<file path="src/rtl/tl_pkg.sv">
package tl_pkg;

    typedef enum logic [2:0] {
        PH_REST  = 3'd0,
        PH_GO_A  = 3'd1,
        PH_AMB_A = 3'd2,
        PH_GO_B  = 3'd3,
        PH_AMB_B = 3'd4
    } phase_t;

    typedef struct packed {
        logic [3:0] red;
        logic [3:0] grn;
        logic [3:0] amb;
    } lamps_t;

    localparam int          ROADS  = 4;
    localparam logic [3:0]  PAIR_A = 4'b0101;
    localparam logic [3:0]  PAIR_B = 4'b1010;

    function automatic logic is_green(phase_t p);
        return (p == PH_GO_A) || (p == PH_GO_B);
    endfunction

    function automatic logic is_timed(phase_t p);
        return p != PH_REST;
    endfunction

endpackage

</file>
<file path="src/rtl/tl_pick.sv">
module tl_pick
    import tl_pkg::*;
(
    input  logic [ROADS-1:0] veh,
    output phase_t           pick
);
    logic want_a, want_b;

    assign want_a = |(veh & PAIR_A);
    assign want_b = |(veh & PAIR_B);

    always_comb begin
        if (want_a)      pick = PH_GO_A;
        else if (want_b) pick = PH_GO_B;
        else             pick = PH_REST;
    end
endmodule

</file>
<file path="src/rtl/tl_countdown.sv">
module tl_countdown #(
    parameter int CNT_W = 16
) (
    input  logic             clk,
    input  logic             rst,
    input  logic             load,
    input  logic [CNT_W-1:0] load_val,
    input  logic             run,
    output logic [CNT_W-1:0] cnt,
    output logic             done
);
    always_ff @(posedge clk) begin
        if (rst)                   cnt <= '0;
        else if (load)             cnt <= load_val;
        else if (run && cnt != '0) cnt <= cnt - 1'b1;
    end

    assign done = run && (cnt == '0);

    // the count steps down by one per cycle inside a timed phase
    p_step_down_r7: assert property (@(posedge clk) disable iff (rst)
        (run && !load && cnt != '0) |=> (cnt == $past(cnt) - 1'b1));
endmodule

</file>
<file path="src/rtl/tl_lamps.sv">
module tl_lamps
    import tl_pkg::*;
(
    input  phase_t ph,
    output lamps_t lamps
);
    logic a_on, b_on, green_ph;

    assign a_on     = (ph == PH_GO_A) || (ph == PH_AMB_A);
    assign b_on     = (ph == PH_GO_B) || (ph == PH_AMB_B);
    assign green_ph = is_green(ph);

    for (genvar i = 0; i < ROADS; i++) begin : g_road
        logic moving;
        assign moving       = PAIR_A[i] ? a_on : b_on;
        assign lamps.red[i] = !moving;
        assign lamps.grn[i] = moving && green_ph;
        assign lamps.amb[i] = moving && !green_ph;
    end
endmodule

</file>
<file path="src/rtl/tl_pair_ctrl.sv">
module tl_pair_ctrl
    import tl_pkg::*;
#(
    parameter int CNT_W     = 16,
    parameter int GREEN_CYC = 55,
    parameter int AMBER_CYC = 10
) (
    input  logic             clk,
    input  logic             rst,
    input  logic [ROADS-1:0] veh_present,
    output logic [ROADS-1:0] lamp_red,
    output logic [ROADS-1:0] lamp_green,
    output logic [ROADS-1:0] lamp_amber,
    output logic [2:0]       phase_code
);
    localparam logic [CNT_W-1:0] GREEN_LD = CNT_W'(GREEN_CYC);
    localparam logic [CNT_W-1:0] AMBER_LD = CNT_W'(AMBER_CYC);

    phase_t           ph, ph_nxt, pick;
    lamps_t           lamps;
    logic             load, run, done;
    logic [CNT_W-1:0] load_val, cnt;

    tl_pick u_pick (.veh(veh_present), .pick(pick));

    always_comb begin
        ph_nxt = ph;
        unique case (ph)
            PH_REST:  ph_nxt = pick;
            PH_GO_A:  if (done) ph_nxt = PH_AMB_A;
            PH_AMB_A: if (done) ph_nxt = PH_REST;
            PH_GO_B:  if (done) ph_nxt = PH_AMB_B;
            PH_AMB_B: if (done) ph_nxt = PH_REST;
            default:  ph_nxt = PH_REST;
        endcase
    end

    always_ff @(posedge clk) begin
        if (rst) ph <= PH_REST;
        else     ph <= ph_nxt;
    end

    assign run      = is_timed(ph);
    assign load     = (ph_nxt != ph) && is_timed(ph_nxt);
    assign load_val = is_green(ph_nxt) ? GREEN_LD : AMBER_LD;

    tl_countdown #(.CNT_W(CNT_W)) u_timer (
        .clk(clk), .rst(rst), .load(load), .load_val(load_val),
        .run(run), .cnt(cnt), .done(done)
    );

    tl_lamps u_lamps (.ph(ph), .lamps(lamps));

    assign lamp_red   = lamps.red;
    assign lamp_green = lamps.grn;
    assign lamp_amber = lamps.amb;
    assign phase_code = ph;

    // pair A demand from rest wins
    p_pair_a_first_r5: assert property (@(posedge clk) disable iff (rst)
        (ph == PH_REST && |(veh_present & PAIR_A)) |=> (phase_code == 3'd1));

    // pair B alone from rest
    p_pair_b_only_r4: assert property (@(posedge clk) disable iff (rst)
        (ph == PH_REST && !(|(veh_present & PAIR_A)) && |(veh_present & PAIR_B))
        |=> (phase_code == 3'd3));

    // no demand keeps rest and freezes the counter
    p_rest_hold_r6: assert property (@(posedge clk) disable iff (rst)
        (ph == PH_REST && veh_present == '0) |=> (phase_code == 3'd0 && $stable(cnt)));

    // a green start loads the green length
    p_green_load_r7: assert property (@(posedge clk) disable iff (rst)
        (ph == PH_REST && veh_present != '0) |=> (cnt == GREEN_LD));

    // done is a single-cycle pulse
    p_done_pulse_r7: assert property (@(posedge clk) disable iff (rst)
        done |=> !done);

    // amber ends in rest
    p_amber_exit_r8: assert property (@(posedge clk) disable iff (rst)
        ((ph == PH_AMB_A || ph == PH_AMB_B) && done) |=> (phase_code == 3'd0));

    // one lamp per road
    for (genvar i = 0; i < ROADS; i++) begin : g_chk
        p_one_lamp_r10: assert property (@(posedge clk) disable iff (rst)
            $countones({lamp_red[i], lamp_green[i], lamp_amber[i]}) == 1);
    end
endmodule

</file>
<file path="config.mk">
export PLATFORM = sky130hd
export DESIGN_NAME = tl_pair_ctrl
export DESIGN_NICKNAME = d
export VERILOG_FILES = /design/src/rtl/tl_pkg.sv /design/src/rtl/tl_pick.sv /design/src/rtl/tl_countdown.sv /design/src/rtl/tl_lamps.sv /design/src/rtl/tl_pair_ctrl.sv
export SDC_FILE = /design/constraint.sdc
export NUM_CORES = 1
export LEC_CHECK = 0
export ABC_AREA = 1
export BUFFER_PORTS_ARGS = -buffer_cell sky130_fd_sc_hd__buf_2
export CAP_MARGIN = 20
export CORE_UTILIZATION = 35
export DETAILED_ROUTE_END_ITERATION = 10
export GPL_TIMING_DRIVEN = 1
export PLACE_DENSITY = 0.56
export SYNTH_ARGS = -nofsm -noshare
export SYNTH_HDL_FRONTEND = slang
export SYNTH_SLANG_ARGS = --single-unit
</file>
<file path="constraint.sdc">
create_clock -name clk -period 3.4 [get_ports clk]
set_clock_uncertainty 0.05 [all_clocks]
set_input_delay 0.17 -clock clk [delete_from_list [all_inputs] [get_ports clk]]
set_output_delay 0.17 -clock clk [all_outputs]
set_load 0.1 [all_outputs]
</file>
== Word level (Yosys, flattened, before mapping) ==
Cells that the tools add are included.

* Flip-flop bits (word level): 19
* Bits of input ports: 6
* Output and inout port bits: 15
* Logic and storage cells: 42

* Add/subtract/negate cells: 1
* Equality and inequality tests: 7
* Muxes and demuxes: 9
* Reduce and logical (&&, ||, !) cells: 23

{| class="wikitable"
|+ Operator list
! kind !! count
|-
| $mux W16 || 2
|-
| $logic_not A16 Y1 || 1
|-
| $reduce_bool A16 Y1 || 1
|-
| $sub A16 B1 Y16 const B || 1
|-
| $pmux W3 S4 || 1
|-
| $eq A3 B2 Y1 const B || 3
|-
| $mux W3 || 3
|-
| $logic_and A1 B1 Y1 || 7
|-
| $eq A3 B1 Y1 const B || 2
|-
| $mux W6 || 1
|-
| $reduce_bool A3 Y1 || 2
|-
| $reduce_or A2 Y1 || 3
|-
| $logic_or A1 B1 Y1 || 4
|-
| $mux W2 || 2
|-
| $eq A3 B3 Y1 const B || 1
|-
| $logic_not A1 Y1 || 3
|-
| $logic_not A3 Y1 || 1
|-
| $ne A3 B3 Y1 || 1
|-
| $reduce_bool A2 Y1 || 1
|}

== Longest topological paths before layout ==
Gate-level depths: netlist of run 1.

* Depth after elaboration: 8
* Mapped depth: 17
* Mapped depth without buffers: 17

== By module ==
A second synthesis of run 1 with hierarchy kept.

* Cells, all modules: 272
* Area, all modules: 1611.5 µm²

{| class="wikitable"
|+ Modules (own cells, without submodules)
! module !! instances !! cells each !! area an instance (µm²) !! seq. area each (µm²)
|-
| tl_countdown || 1 || 199 || 1218.7 || 320.3
|-
| tl_pair_ctrl || 1 || 45 || 256.5 || 60.1
|-
| tl_lamps || 1 || 19 || 98.8 || 0.0
|-
| tl_pick || 1 || 9 || 37.5 || 0.0
|}

== Least setup slack after synthesis of run 1 ==
No wires, ideal clock.

* Path kind: reg-to-output
* Start point: register ph[0], in the netlist phase_code[0]
* End point: output lamp_red[2]
* Data arrival time: 4.012 ns
* Required time: 3.180 ns
* Slack: -0.832 ns
* Cell stages (with the launch flop): 5
* Buffers on the path: 1
* Path through: dfxtp_1 > nand2_1 > nor2_1 > nor2_1 > buf_4

* Word-level cells in the longest chain between the ends: 3
* Elaborated cells between the ends (all ways): 4
* Those cells by class: eq/ne: 2; reduce/logical: 2

{| class="wikitable"
|+ RTL lines
! what !! RTL line !! RTL
|-
| from (decl) || tl_pair_ctrl.sv:19 || <nowiki>phase_t ph, ph_nxt, pick;</nowiki>
|-
| from (signal assigned) || tl_pair_ctrl.sv:40 || <nowiki>else ph <= ph_nxt;</nowiki>
|-
| $eq A3 B1 Y1 / $eq A3 B2 Y1 (equally long branches) || tl_lamps.sv:9 || <nowiki>assign a_on = (ph == PH_GO_A) || (ph == PH_AMB_A);</nowiki>
|-
| $logic_or A1 B1 Y1 (*) || tl_lamps.sv:9 ||
|-
| $logic_not A1 Y1 (*) || - ||
|-
| to (decl) || tl_pair_ctrl.sv:11 || <nowiki>output logic [ROADS-1:0] lamp_red,</nowiki>
|}

Every way passes the cells marked *; elsewhere a longest branch is shown, timed or not.

== Worst setup path in the final report of run 1 ==
* Start point: register u_timer.cnt[0]
* End point: register u_timer.cnt[0]

* Word-level cells in the longest chain between the ends: 8
* Elaborated cells between the ends (all ways): 19
* Those cells by class: add/sub: 1; eq/ne: 3; mux: 7; reduce/logical: 8

{| class="wikitable"
|+ RTL lines
! what !! RTL line !! RTL
|-
| from (decl) || tl_countdown.sv:9 || <nowiki>output logic [CNT_W-1:0] cnt,</nowiki>
|-
| from (signal assigned) || tl_countdown.sv:14 || <nowiki>else if (load) cnt <= load_val;</nowiki>
|-
| from (signal assigned) || tl_countdown.sv:15 || <nowiki>else if (run && cnt != '0) cnt <= cnt - 1'b1;</nowiki>
|-
| $logic_not A16 Y1 || tl_countdown.sv:18 || <nowiki>assign done = run && (cnt == '0);</nowiki>
|-
| $logic_and A1 B1 Y1 || tl_countdown.sv:18 ||
|-
| $mux W3 (on tied branches) || - ||
|-
| $pmux W3 S4 || tl_pair_ctrl.sv:28 || <nowiki>unique case (ph)</nowiki>
|-
| $eq A3 B1 Y1 / $eq A3 B2 Y1 (equally long branches) || tl_pkg.sv:22 || <nowiki>return (p == PH_GO_A) || (p == PH_GO_B);</nowiki>
|-
| $logic_or A1 B1 Y1 || tl_pkg.sv:22 ||
|-
| $mux W6 || tl_pair_ctrl.sv:45 || <nowiki>assign load_val = is_green(ph_nxt) ? GREEN_LD : AMBER_LD;</nowiki>
|-
| $mux W16 || tl_countdown.sv:14 ||
|}

Parallel ways exist; a longest one is shown, timed or not. The select of a mux whose other input is x is not followed.
A chain may end at the register's enable or synchronous reset.

==> flow_metrics.env, run 1 <==
export IMPL_status="finished clean"
export IMPL_fp_dieArea_um2=3840
export IMPL_reg2reg_depth=15
export IMPL_globalRouteOverflowTotal=0
export IMPL_final_layout_size_suffix_gt1_frac=0.289
export IMPL_synthArstFlopShare=0
export IMPL_maxCapViolCount=0
export IMPL_nNetsFinal=203
export IMPL_crit_path_end="u_timer.cnt[0]"
export IMPL_synth_distinct_cells=26
export IMPL_syn_area_per_cell_um2=7.15
export IMPL_cp_startpoint="u_timer.cnt[0]"
export IMPL_r2r_slack_ps=1450
export IMPL_drt_iter0_drc=40
export IMPL_cts_made_buffers=3
export IMPL_antenna_found_initial=0
export IMPL_synthCells=176
export IMPL_synth_net_count=184
export IMPL_syn_to_final_growth_pct=11.8
export IMPL_grt_pass1_vias=952
export IMPL_worstSetupPathType="flip-flop to flip-flop"
export IMPL_end_kind="flip-flop"
export IMPL_yosysWarnings=0
export IMPL_top_layer="met4"
export IMPL_viasPerCell=4.41
export IMPL_startpoint_type="flip-flop"
export IMPL_via_count=1058
export IMPL_final_hold_violation_count=0
export IMPL_synthTopCellsByCount="33 x nor2_1, 23 x nand2_1, 22 x inv_1"
export IMPL_reg2reg_from="u_timer.cnt[0]"
export IMPL_met2_wirelength_mm=1.17
export IMPL_die_width_um=62.0
export IMPL_cts_sinks=19
export IMPL_cts_tree="built"
export IMPL_drc=0
export IMPL_ctsHtreeMaxLevel=1
export IMPL_fin_crit_sh=0.573
export IMPL_m1WireLength_mm=1.26
export IMPL_die_h_um=62.0
export IMPL_synth_top_area_frac=0.302
export IMPL_ys_flop_type="dfxtp_1"
export IMPL_place_hpwl_mm=2.01
export IMPL_fmax_mhz=513
export IMPL_wl_met3_um=39
export IMPL_crit_required_ps=3550
export IMPL_finalSetupViolCount=0
export IMPL_ys_seq_area_frac=0.302
export IMPL_cts_resized=0
export IMPL_grt_pass1_wl_mm=4.28
export IMPL_synth_most_common_cell="nor2_1"
export IMPL_synth_area_leaders="dfxtp_1 30%, nor2_1 9.8%, nand2_1 6.9%, inv_1 6.6%, nand2_4 6.3%"
export IMPL_antenna_cells_inserted=0
export IMPL_hold_path_class="input pin to flip-flop"
export IMPL_initial_core_util=0.371
export IMPL_rsz0062_at_grt="false"
export IMPL_gp_congestion=0.851
export IMPL_row_count=21
export IMPL_ant_nets=0
export IMPL_grt_max_degree=11
export IMPL_fillerInstances=354
export IMPL_ios=21
export IMPL_crit_arrival_ps=2100
export IMPL_worstSkewPairLatency_ps=290
export IMPL_synth_edff_count=0
export IMPL_r2r_end="u_timer.cnt[0]"
export IMPL_crit_fanout=7
export IMPL_cts_setup_buffers=0
export IMPL_port_buffer_count=20
export IMPL_clkTransAtPathRegs_ps=110
export IMPL_coreArea_um2=3390
export IMPL_ys_ff_latch=19
export IMPL_fin_setup_tns_ps=0
export IMPL_drt_wl_total_mm=2.48
export IMPL_cts_root_buf="clkbuf_4"
export IMPL_clk_path_buf_depth=2
export IMPL_syn_area_um2=1260
export IMPL_maxSlewViolCount=0
export IMPL_wl_per_cell_um=10.3
export IMPL_grt_util_all_layers=0.152
export IMPL_min_period_ps=1950
export IMPL_tightest_slew_ps=494
export IMPL_cts_hold_fix_buffers=0
export IMPL_slew_limit_headroom=0.673
export IMPL_firstDrtPassIters=4
export IMPL_synth_area_leader_cell="dfxtp_1"
==> placed cells by master, fill, tap and decap left out <==
master and instances:
a31oi_1 1, inv_1 22, xnor2_1 5, dfxtp_1 19
nor2_4 4, nand2_1 23, o21ai_0 5, clkbuf_4 3
nor4_1 1, nand3_2 2, nor2_2 9, xor2_1 5
a21oi_1 7, inv_2 2, nand3b_1 1, nand4_1 1
buf_2 20, nand3_1 9, nand2_2 6, nor2_1 29
nand2_4 7, nor3b_2 1, clkbuf_1 1, a21oi_2 1
nor3_1 2, ha_1 2, nor2_8 1, o21ai_1 5
==> logic make-up (layout without fill, tap and decap cells) <==
kind of cell,Yosys count,after routing,synth area share
adders and majority gates,2,2,0.0199
buffers and inverters,30,48,0.107
xor gates and xnor gates,10,10,0.0696
and+or+nand+nor,96,96,0.421
DFF,19,19,0.302
AOI/OAI and AO/OA,19,19,0.0795
==> sequential cells by signal, summed over array words and instances, names as in the netlist <==
name         cells
phase_code       3
u_timer.cnt     16
==> per-stage QoR <==
step / util / cell area (um2) / hold slack [ps] / cells / worst slack (ps)
2_1_floorplan: - / 1270 / 189 / 176 / 140
3_3_place_gp: 0.408 / 1380 / 359 / 236 / 1490
3_5_place_dp: 0.408 / 1380 / 357 / 236 / 1470
4_1_cts: 0.415 / 1410 / 27.5 / 240 / 1450
5_1_grt: 0.415 / 1410 / 36.3 / 240 / 1210
6_report: 0.415 / 1410 / 50.2 / 240 / 1450
==> metal layers <==
metal | vias up | global-route usage
met5 | - | 0
met4 | 0 | 0.0667
met3 | 2 | 0.0186
met2 | 8 | 0.248
met1 | 467 | 0.202
li1 | 581 | -
==> worst min-delay path by stage <==
stage | startpoint | cells after the start | to | slack [ps]
final | rst | 2 | u_timer.cnt[3] | 50
after global routing | rst | 2 | u_timer.cnt[3] | 40
after CTS | rst | 2 | u_timer.cnt[3] | 30
after detailed placement | rst | 2 | u_timer.cnt[3] | 360
after global placement | rst | 2 | u_timer.cnt[3] | 360
after floorplan | rst | 1 | u_timer.cnt[1] | 190
==> final cells by class <==
| cell class | count | area [um2] | share of cell area |
|---|---|---|---|
| Clock buffer | 4 | 26.3 | 0.0187 |
| Multi-Input combinational cell | 127 | 753 | 0.535 |
| Inverter | 24 | 90.1 | 0.0640 |
| Timing Repair Buffer | 20 | 100 | 0.0711 |
| Tap cell | 46 | 57.6 | 0.0409 |
| Sequential cell | 19 | 380 | 0.270 |
==> worst max-delay path: stages (launching register included) <==
cell and delay [ps]:
dfxtp_1 340, inv_1 130, ha_1 160, inv_1 30, nor2_1 70, nand2_1 90
nor2_4 160, nand3_1 110, nand2_2 90, o21ai_0 90, nand2_2 100, nand2_4 90
nand2_4 110, nand2_4 60, a21oi_1 110, nor2_1 60
Power of run 1 is not shown: default switching activity piles up to over one toggle a cycle in this logic, so the estimate is an artifact.
==> inputs of run 2 (changes only) <==
Clock period 3.4 ns to 1.9 ns, I/O delays scaled along.
==> run 2 against run 1 <==
The flow now finishes with violations (setup timing). Sequential cell count stayed put. Wire length is 9.3% higher. First-iteration DRC count is 45% lower. Critical path depth is 2 higher. Cell count is 4.2% higher. Register-to-register slack worse by 1500 ps. Maximum frequency is 0.71% higher.
==> flow_metrics.env, run 2 (synthesis results as in run 1) <==
export IMPL_cts_root_buf="clkbuf_4"
export IMPL_syn_to_final_growth_pct=27.7
export IMPL_cts_tree="built"
export IMPL_setup_slack_ps=-34.0
export IMPL_met2_wirelength_mm=1.33
export IMPL_top_layer="met4"
export IMPL_fin_crit_sh=1.02
export IMPL_grt_max_degree=11
export IMPL_reg2reg_depth=17
export IMPL_drt_iter0_drc=22
export IMPL_drc=0
export IMPL_violations="setup timing"
export IMPL_finalSetupViolCount=2
export IMPL_clk_path_buf_depth=2
export IMPL_largest_reg_flops=16
export IMPL_place_hpwl_mm=2.06
export IMPL_cp_cell_sequence="inv_2 > ha_4 > inv_2 > nor2_1 > nand2_1 > nor2_4 > nand2_4 > nand2_2 > o21ai_2 > nand2_1 > inv_1 > nand2_2 > nand2_4 > nand2_4 > nand2_4 > a21oi_2 > nor2_1"
export IMPL_drt_wl_total_mm=2.71
export IMPL_slew_limit_headroom=0.677
export IMPL_crit_top_cell="nand2_4"
export IMPL_top_register="u_timer.cnt"
export IMPL_tightest_slew_ps=488
export IMPL_grt_pass1_wl_mm=4.27
export IMPL_place_ws_ps=19.1
export IMPL_status="finished with violations"
export IMPL_wl_met3_um=48
export IMPL_grt_pass1_vias=1017
export IMPL_row_count=21
export IMPL_ctsHtreeMaxLevel=1
export IMPL_globalRouteOverflowTotal=0
export IMPL_fp_dieArea_um2=3840
export IMPL_cp_startpoint="u_timer.cnt[1]"
export IMPL_final_hold_violation_count=0
export IMPL_fin_util=0.474
export IMPL_worstSkewPairLatency_ps=300
export IMPL_ant_nets=0
export IMPL_wl_per_cell_um=10.9
export IMPL_cts_made_buffers=3
export IMPL_maxSlewViolCount=0
export IMPL_r2r_slack_ps=-30
export IMPL_hold_path_class="input pin to flip-flop"
export IMPL_via_count=1142
export IMPL_layout_commonest_cell="nor2_1"
export IMPL_firstDrtPassIters=5
export IMPL_die_width_um=62.0
export IMPL_rsz0062_at_grt="true"
export IMPL_m1WireLength_mm=1.32
export IMPL_cts_sinks=19
export IMPL_cp_slowest_cell="dfxtp_2"
export IMPL_cp_slowest_stage_delay_ps=350
export IMPL_crit_path_end="u_timer.cnt[0]"
export IMPL_clkTransAtPathRegs_ps=120
export IMPL_viasPerCell=4.57
export IMPL_final_layout_size_suffix_gt1_frac=0.451
export IMPL_nNetsFinal=213
export IMPL_whs_ps=226
export IMPL_maxCapViolCount=0
export IMPL_antenna_found_initial=0
export IMPL_crit_required_ps=2060
export IMPL_r2r_end="u_timer.cnt[0]"
export IMPL_coreArea_um2=3390
export IMPL_antenna_cells_inserted=0
export IMPL_final_cell_mix="25 x nor2_1, 20 x buf_2, 19 x nand2_1, 17 x inv_1, 14 x dfxtp_1"
export IMPL_die_h_um=62.0
export IMPL_port_buffer_count=20
export IMPL_crit_fanout=7
export IMPL_min_period_ps=1930
export IMPL_gp_congestion=0.814
export IMPL_ios=21
export IMPL_crit_arrival_ps=2090
export IMPL_worstSetupPathType="flip-flop to flip-flop"
export IMPL_end_kind="flip-flop"
export IMPL_fmax_mhz=517
export IMPL_grt_util_all_layers=0.151
export IMPL_reg2reg_from="u_timer.cnt[1]"
export IMPL_initial_core_util=0.371
export IMPL_startpoint_type="flip-flop"
[run 2: worst min-delay path by stage]
stage	startpoint	endpoint	slack, ps	cells after the start
after floorplan	rst	phase_code[0]	110	1
after global placement	rst	phase_code[2]	290	2
after detailed placement	rst	phase_code[2]	280	2
after CTS	veh_present[0]	phase_code[1]	210	6
after global routing	veh_present[0]	phase_code[1]	300	6
final	veh_present[0]	phase_code[1]	230	6
[run 2: layout make-up]
cell class	count	area, um2
Clock buffer	4	26.3
Fill cell	352	1780
Inverter	24	92.6
Multi-Input combinational cell	127	860
Sequential cell	19	394
Tap cell	46	57.6
Timing Repair Buffer	30	178
[run 2: critical path, delay by kind of cell, from the launching register on]
kind                     cells  cell delay (ps)
AND/OR/NAND/NOR             11             1000
adder cells (fa/ha/maj)      1              130
flip-flops                   1              350
AO/OA/AOI/OAI                2              150
buffers and inverters        3              150
[run 2: layer usage]
layer  GRT usage  up-vias
li1            -      608
met1       0.205      520
met2       0.243       12
met3      0.0248        2
met4      0.0476        0
met5           0        -
[run 2: timing repair]
| action | 4_1_cts | 5_1_grt |
|---|---|---|
| resized for setup | 3 | 13 |
| pin swaps | 2 | 12 |
| setup buffers | 0 | 4 |
| setup endpoints to repair | 3 | 15 |
| endpoints found under the hold margin | 4 | 0 |
| hold buffers | 1 | 0 |
[run 2: stage by stage]
stage / setup TNS, ps / instances / instance area (um2)
after global placement: 0 / 241 / 1490
after global routing: -1510 / 250 / 1610
final: -46.5 / 250 / 1610
after CTS: 0 / 246 / 1530
after floorplan: -2620 / 176 / 1340
after detailed placement: 0 / 241 / 1490
Power of run 2 is left out for the same reason.
==> inputs of run 3 (changes only) <==
Settings changed: CORE_ASPECT_RATIO set to 1.1.
==> run 3 against run 2 <==
The run still ends with setup timing left. Worst setup slack improved by 20 ps. Sequential cell count unchanged. Maximum frequency rose by 1.0%. Worst hold slack improved by 57 ps. Critical path depth unchanged. Die area barely moved. Design area increased by 0.93%. Core utilization is 0.50 points higher. Global-route usage rose by 0.87 points. First-iteration DRC count increased by 100%. Non-clock buffer count did not move. Via count rose by 2.0%. Critical path type unchanged. Largest cell class unchanged.
==> flow_metrics.env, run 3 (synthesis results as in run 1) <==
export IMPL_layout_commonest_cell="nor2_1"
export IMPL_port_buffer_count=20
export IMPL_drc=0
export IMPL_ctsHtreeMaxLevel=1
export IMPL_cts_tree="built"
export IMPL_viasPerCell=4.62
export IMPL_largest_reg_flops=16
export IMPL_drt_iter0_drc=44
export IMPL_hold_path_class="input pin to flip-flop"
export IMPL_crit_required_ps=2050
export IMPL_fin_crit_sh=1.01
export IMPL_ant_nets=0
export IMPL_reg2reg_from="u_timer.cnt[1]"
export IMPL_die_h_um=64.9
export IMPL_regArea_um2=394
export IMPL_crit_arrival_ps=2070
export IMPL_final_cell_mix="22 x nor2_1, 20 x buf_2, 17 x inv_1, 17 x nand2_1, 14 x dfxtp_1"
export IMPL_clk_path_buf_depth=2
export IMPL_min_period_ps=1910
export IMPL_nNetsFinal=213
export IMPL_worstSetupPathType="flip-flop to flip-flop"
export IMPL_fp_dieArea_um2=3840
export IMPL_row_count=22
export IMPL_ios=21
export IMPL_setup_slack_ps=-14.0
export IMPL_crit_fanout=6
export IMPL_place_area_um2=1500
export IMPL_end_kind="flip-flop"
export IMPL_maxCapViolCount=0
export IMPL_fillerInstances=343
export IMPL_cts_sinks=19
export IMPL_grt_pass1_vias=1104
export IMPL_final_layout_size_suffix_gt1_frac=0.480
export IMPL_grt_pass1_wl_mm=4.73
export IMPL_cts_root_buf="clkbuf_4"
export IMPL_stdcell_count=252
export IMPL_antenna_cells_inserted=0
export IMPL_fin_area_um2=1620
export IMPL_cts_made_buffers=3
export IMPL_finalSetupViolCount=1
export IMPL_cp_startpoint="u_timer.cnt[1]"
export IMPL_coreArea_um2=3390
export IMPL_grt_util_all_layers=0.160
export IMPL_firstDrtPassIters=4
export IMPL_gp_congestion=0.848
export IMPL_syn_to_final_growth_pct=28.9
export IMPL_antenna_found_initial=0
export IMPL_final_hold_violation_count=0
export IMPL_initial_core_util=0.372
export IMPL_top_register="u_timer.cnt"
export IMPL_grt_max_degree=12
export IMPL_place_hpwl_mm=2.03
export IMPL_rsz0062_at_grt="true"
export IMPL_fin_util=0.479
export IMPL_via_count=1165
export IMPL_clkTransAtPathRegs_ps=110
export IMPL_die_width_um=59.2
export IMPL_drt_wl_total_mm=2.62
export IMPL_worstHoldStart="veh_present[0]"
export IMPL_worstSkewPairLatency_ps=300
export IMPL_violations="setup timing"
export IMPL_wl_per_cell_um=10.4
export IMPL_multi_input_area_um2=871
export IMPL_slew_limit_headroom=0.677
export IMPL_globalRouteOverflowTotal=0
export IMPL_place_inst=244
export IMPL_maxSlewViolCount=0
export IMPL_fmax_mhz=522
export IMPL_tightest_slew_ps=488
export IMPL_status="finished with violations"
export IMPL_startpoint_type="flip-flop"
run 3: worst paths after layout:
path / to / slack (ps) / cells past startpoint
max: u_timer.cnt[0] / -10 / 17
min: phase_code[1] / 280 / 6
max reg2reg: u_timer.cnt[0] / -10 / 17
min reg2reg: u_timer.cnt[0] / 460 / 2
run 3: final cells by class:
| cell class | instances | area share |
|---|---|---|
| clock inverters | 1 | 0.00308 |
| well taps | 48 | 0.0370 |
| repair buffers | 30 | 0.109 |
| inverters | 24 | 0.0571 |
| multi-input cells | 127 | 0.537 |
| clock buffers | 3 | 0.0139 |
| flip-flops and latches | 19 | 0.243 |
run 3: worst max-delay path, stage by stage, from the launching register on:
cell,delay [ps]
dfxtp_2,350
inv_2,80
ha_4,140
inv_2,30
nor2_2,100
nand2_2,70
nor2_4,160
nand2_4,110
nand2_4,80
o21ai_2,40
nand2_1,60
inv_1,40
nand2_2,70
nand2_4,90
nand2_4,120
nand2_4,80
a21oi_2,100
nor2_1,50
run 3: layer usage:
| metal | routed length (um) | vias to the layer above | global-route usage |
|---|---|---|---|
| met3 | 53 | 2 | 0.0299 |
| met5 | 0 | - | 0 |
| met1 | 1310 | 543 | 0.209 |
| met4 | 22 | 0 | 0.0714 |
| met2 | 1230 | 14 | 0.250 |
| li1 | - | 606 | - |
run 3: what timing repair did:
| item | CTS | global route |
|---|---|---|
| hold endpoints to repair | 4 | 0 |
| buffers inserted | 0 | 3 |
| hold buffers | 1 | 0 |
| pin swaps | 4 | 14 |
| resized for setup | 2 | 19 |
| endpoints found under the setup margin | 1 | 16 |
run 3: per-stage QoR:
step           worst slack [ps]  hold slack (ps)  TNS (ps)
3_3_place_gp               39.3              285         0
4_1_cts                    2.23              267         0
5_1_grt                    -185              301     -1430
3_5_place_dp               15.3              287         0
6_report                  -14.0              283     -14.0
2_1_floorplan              -248              108     -2620
Power of run 3 is left out for the same reason.
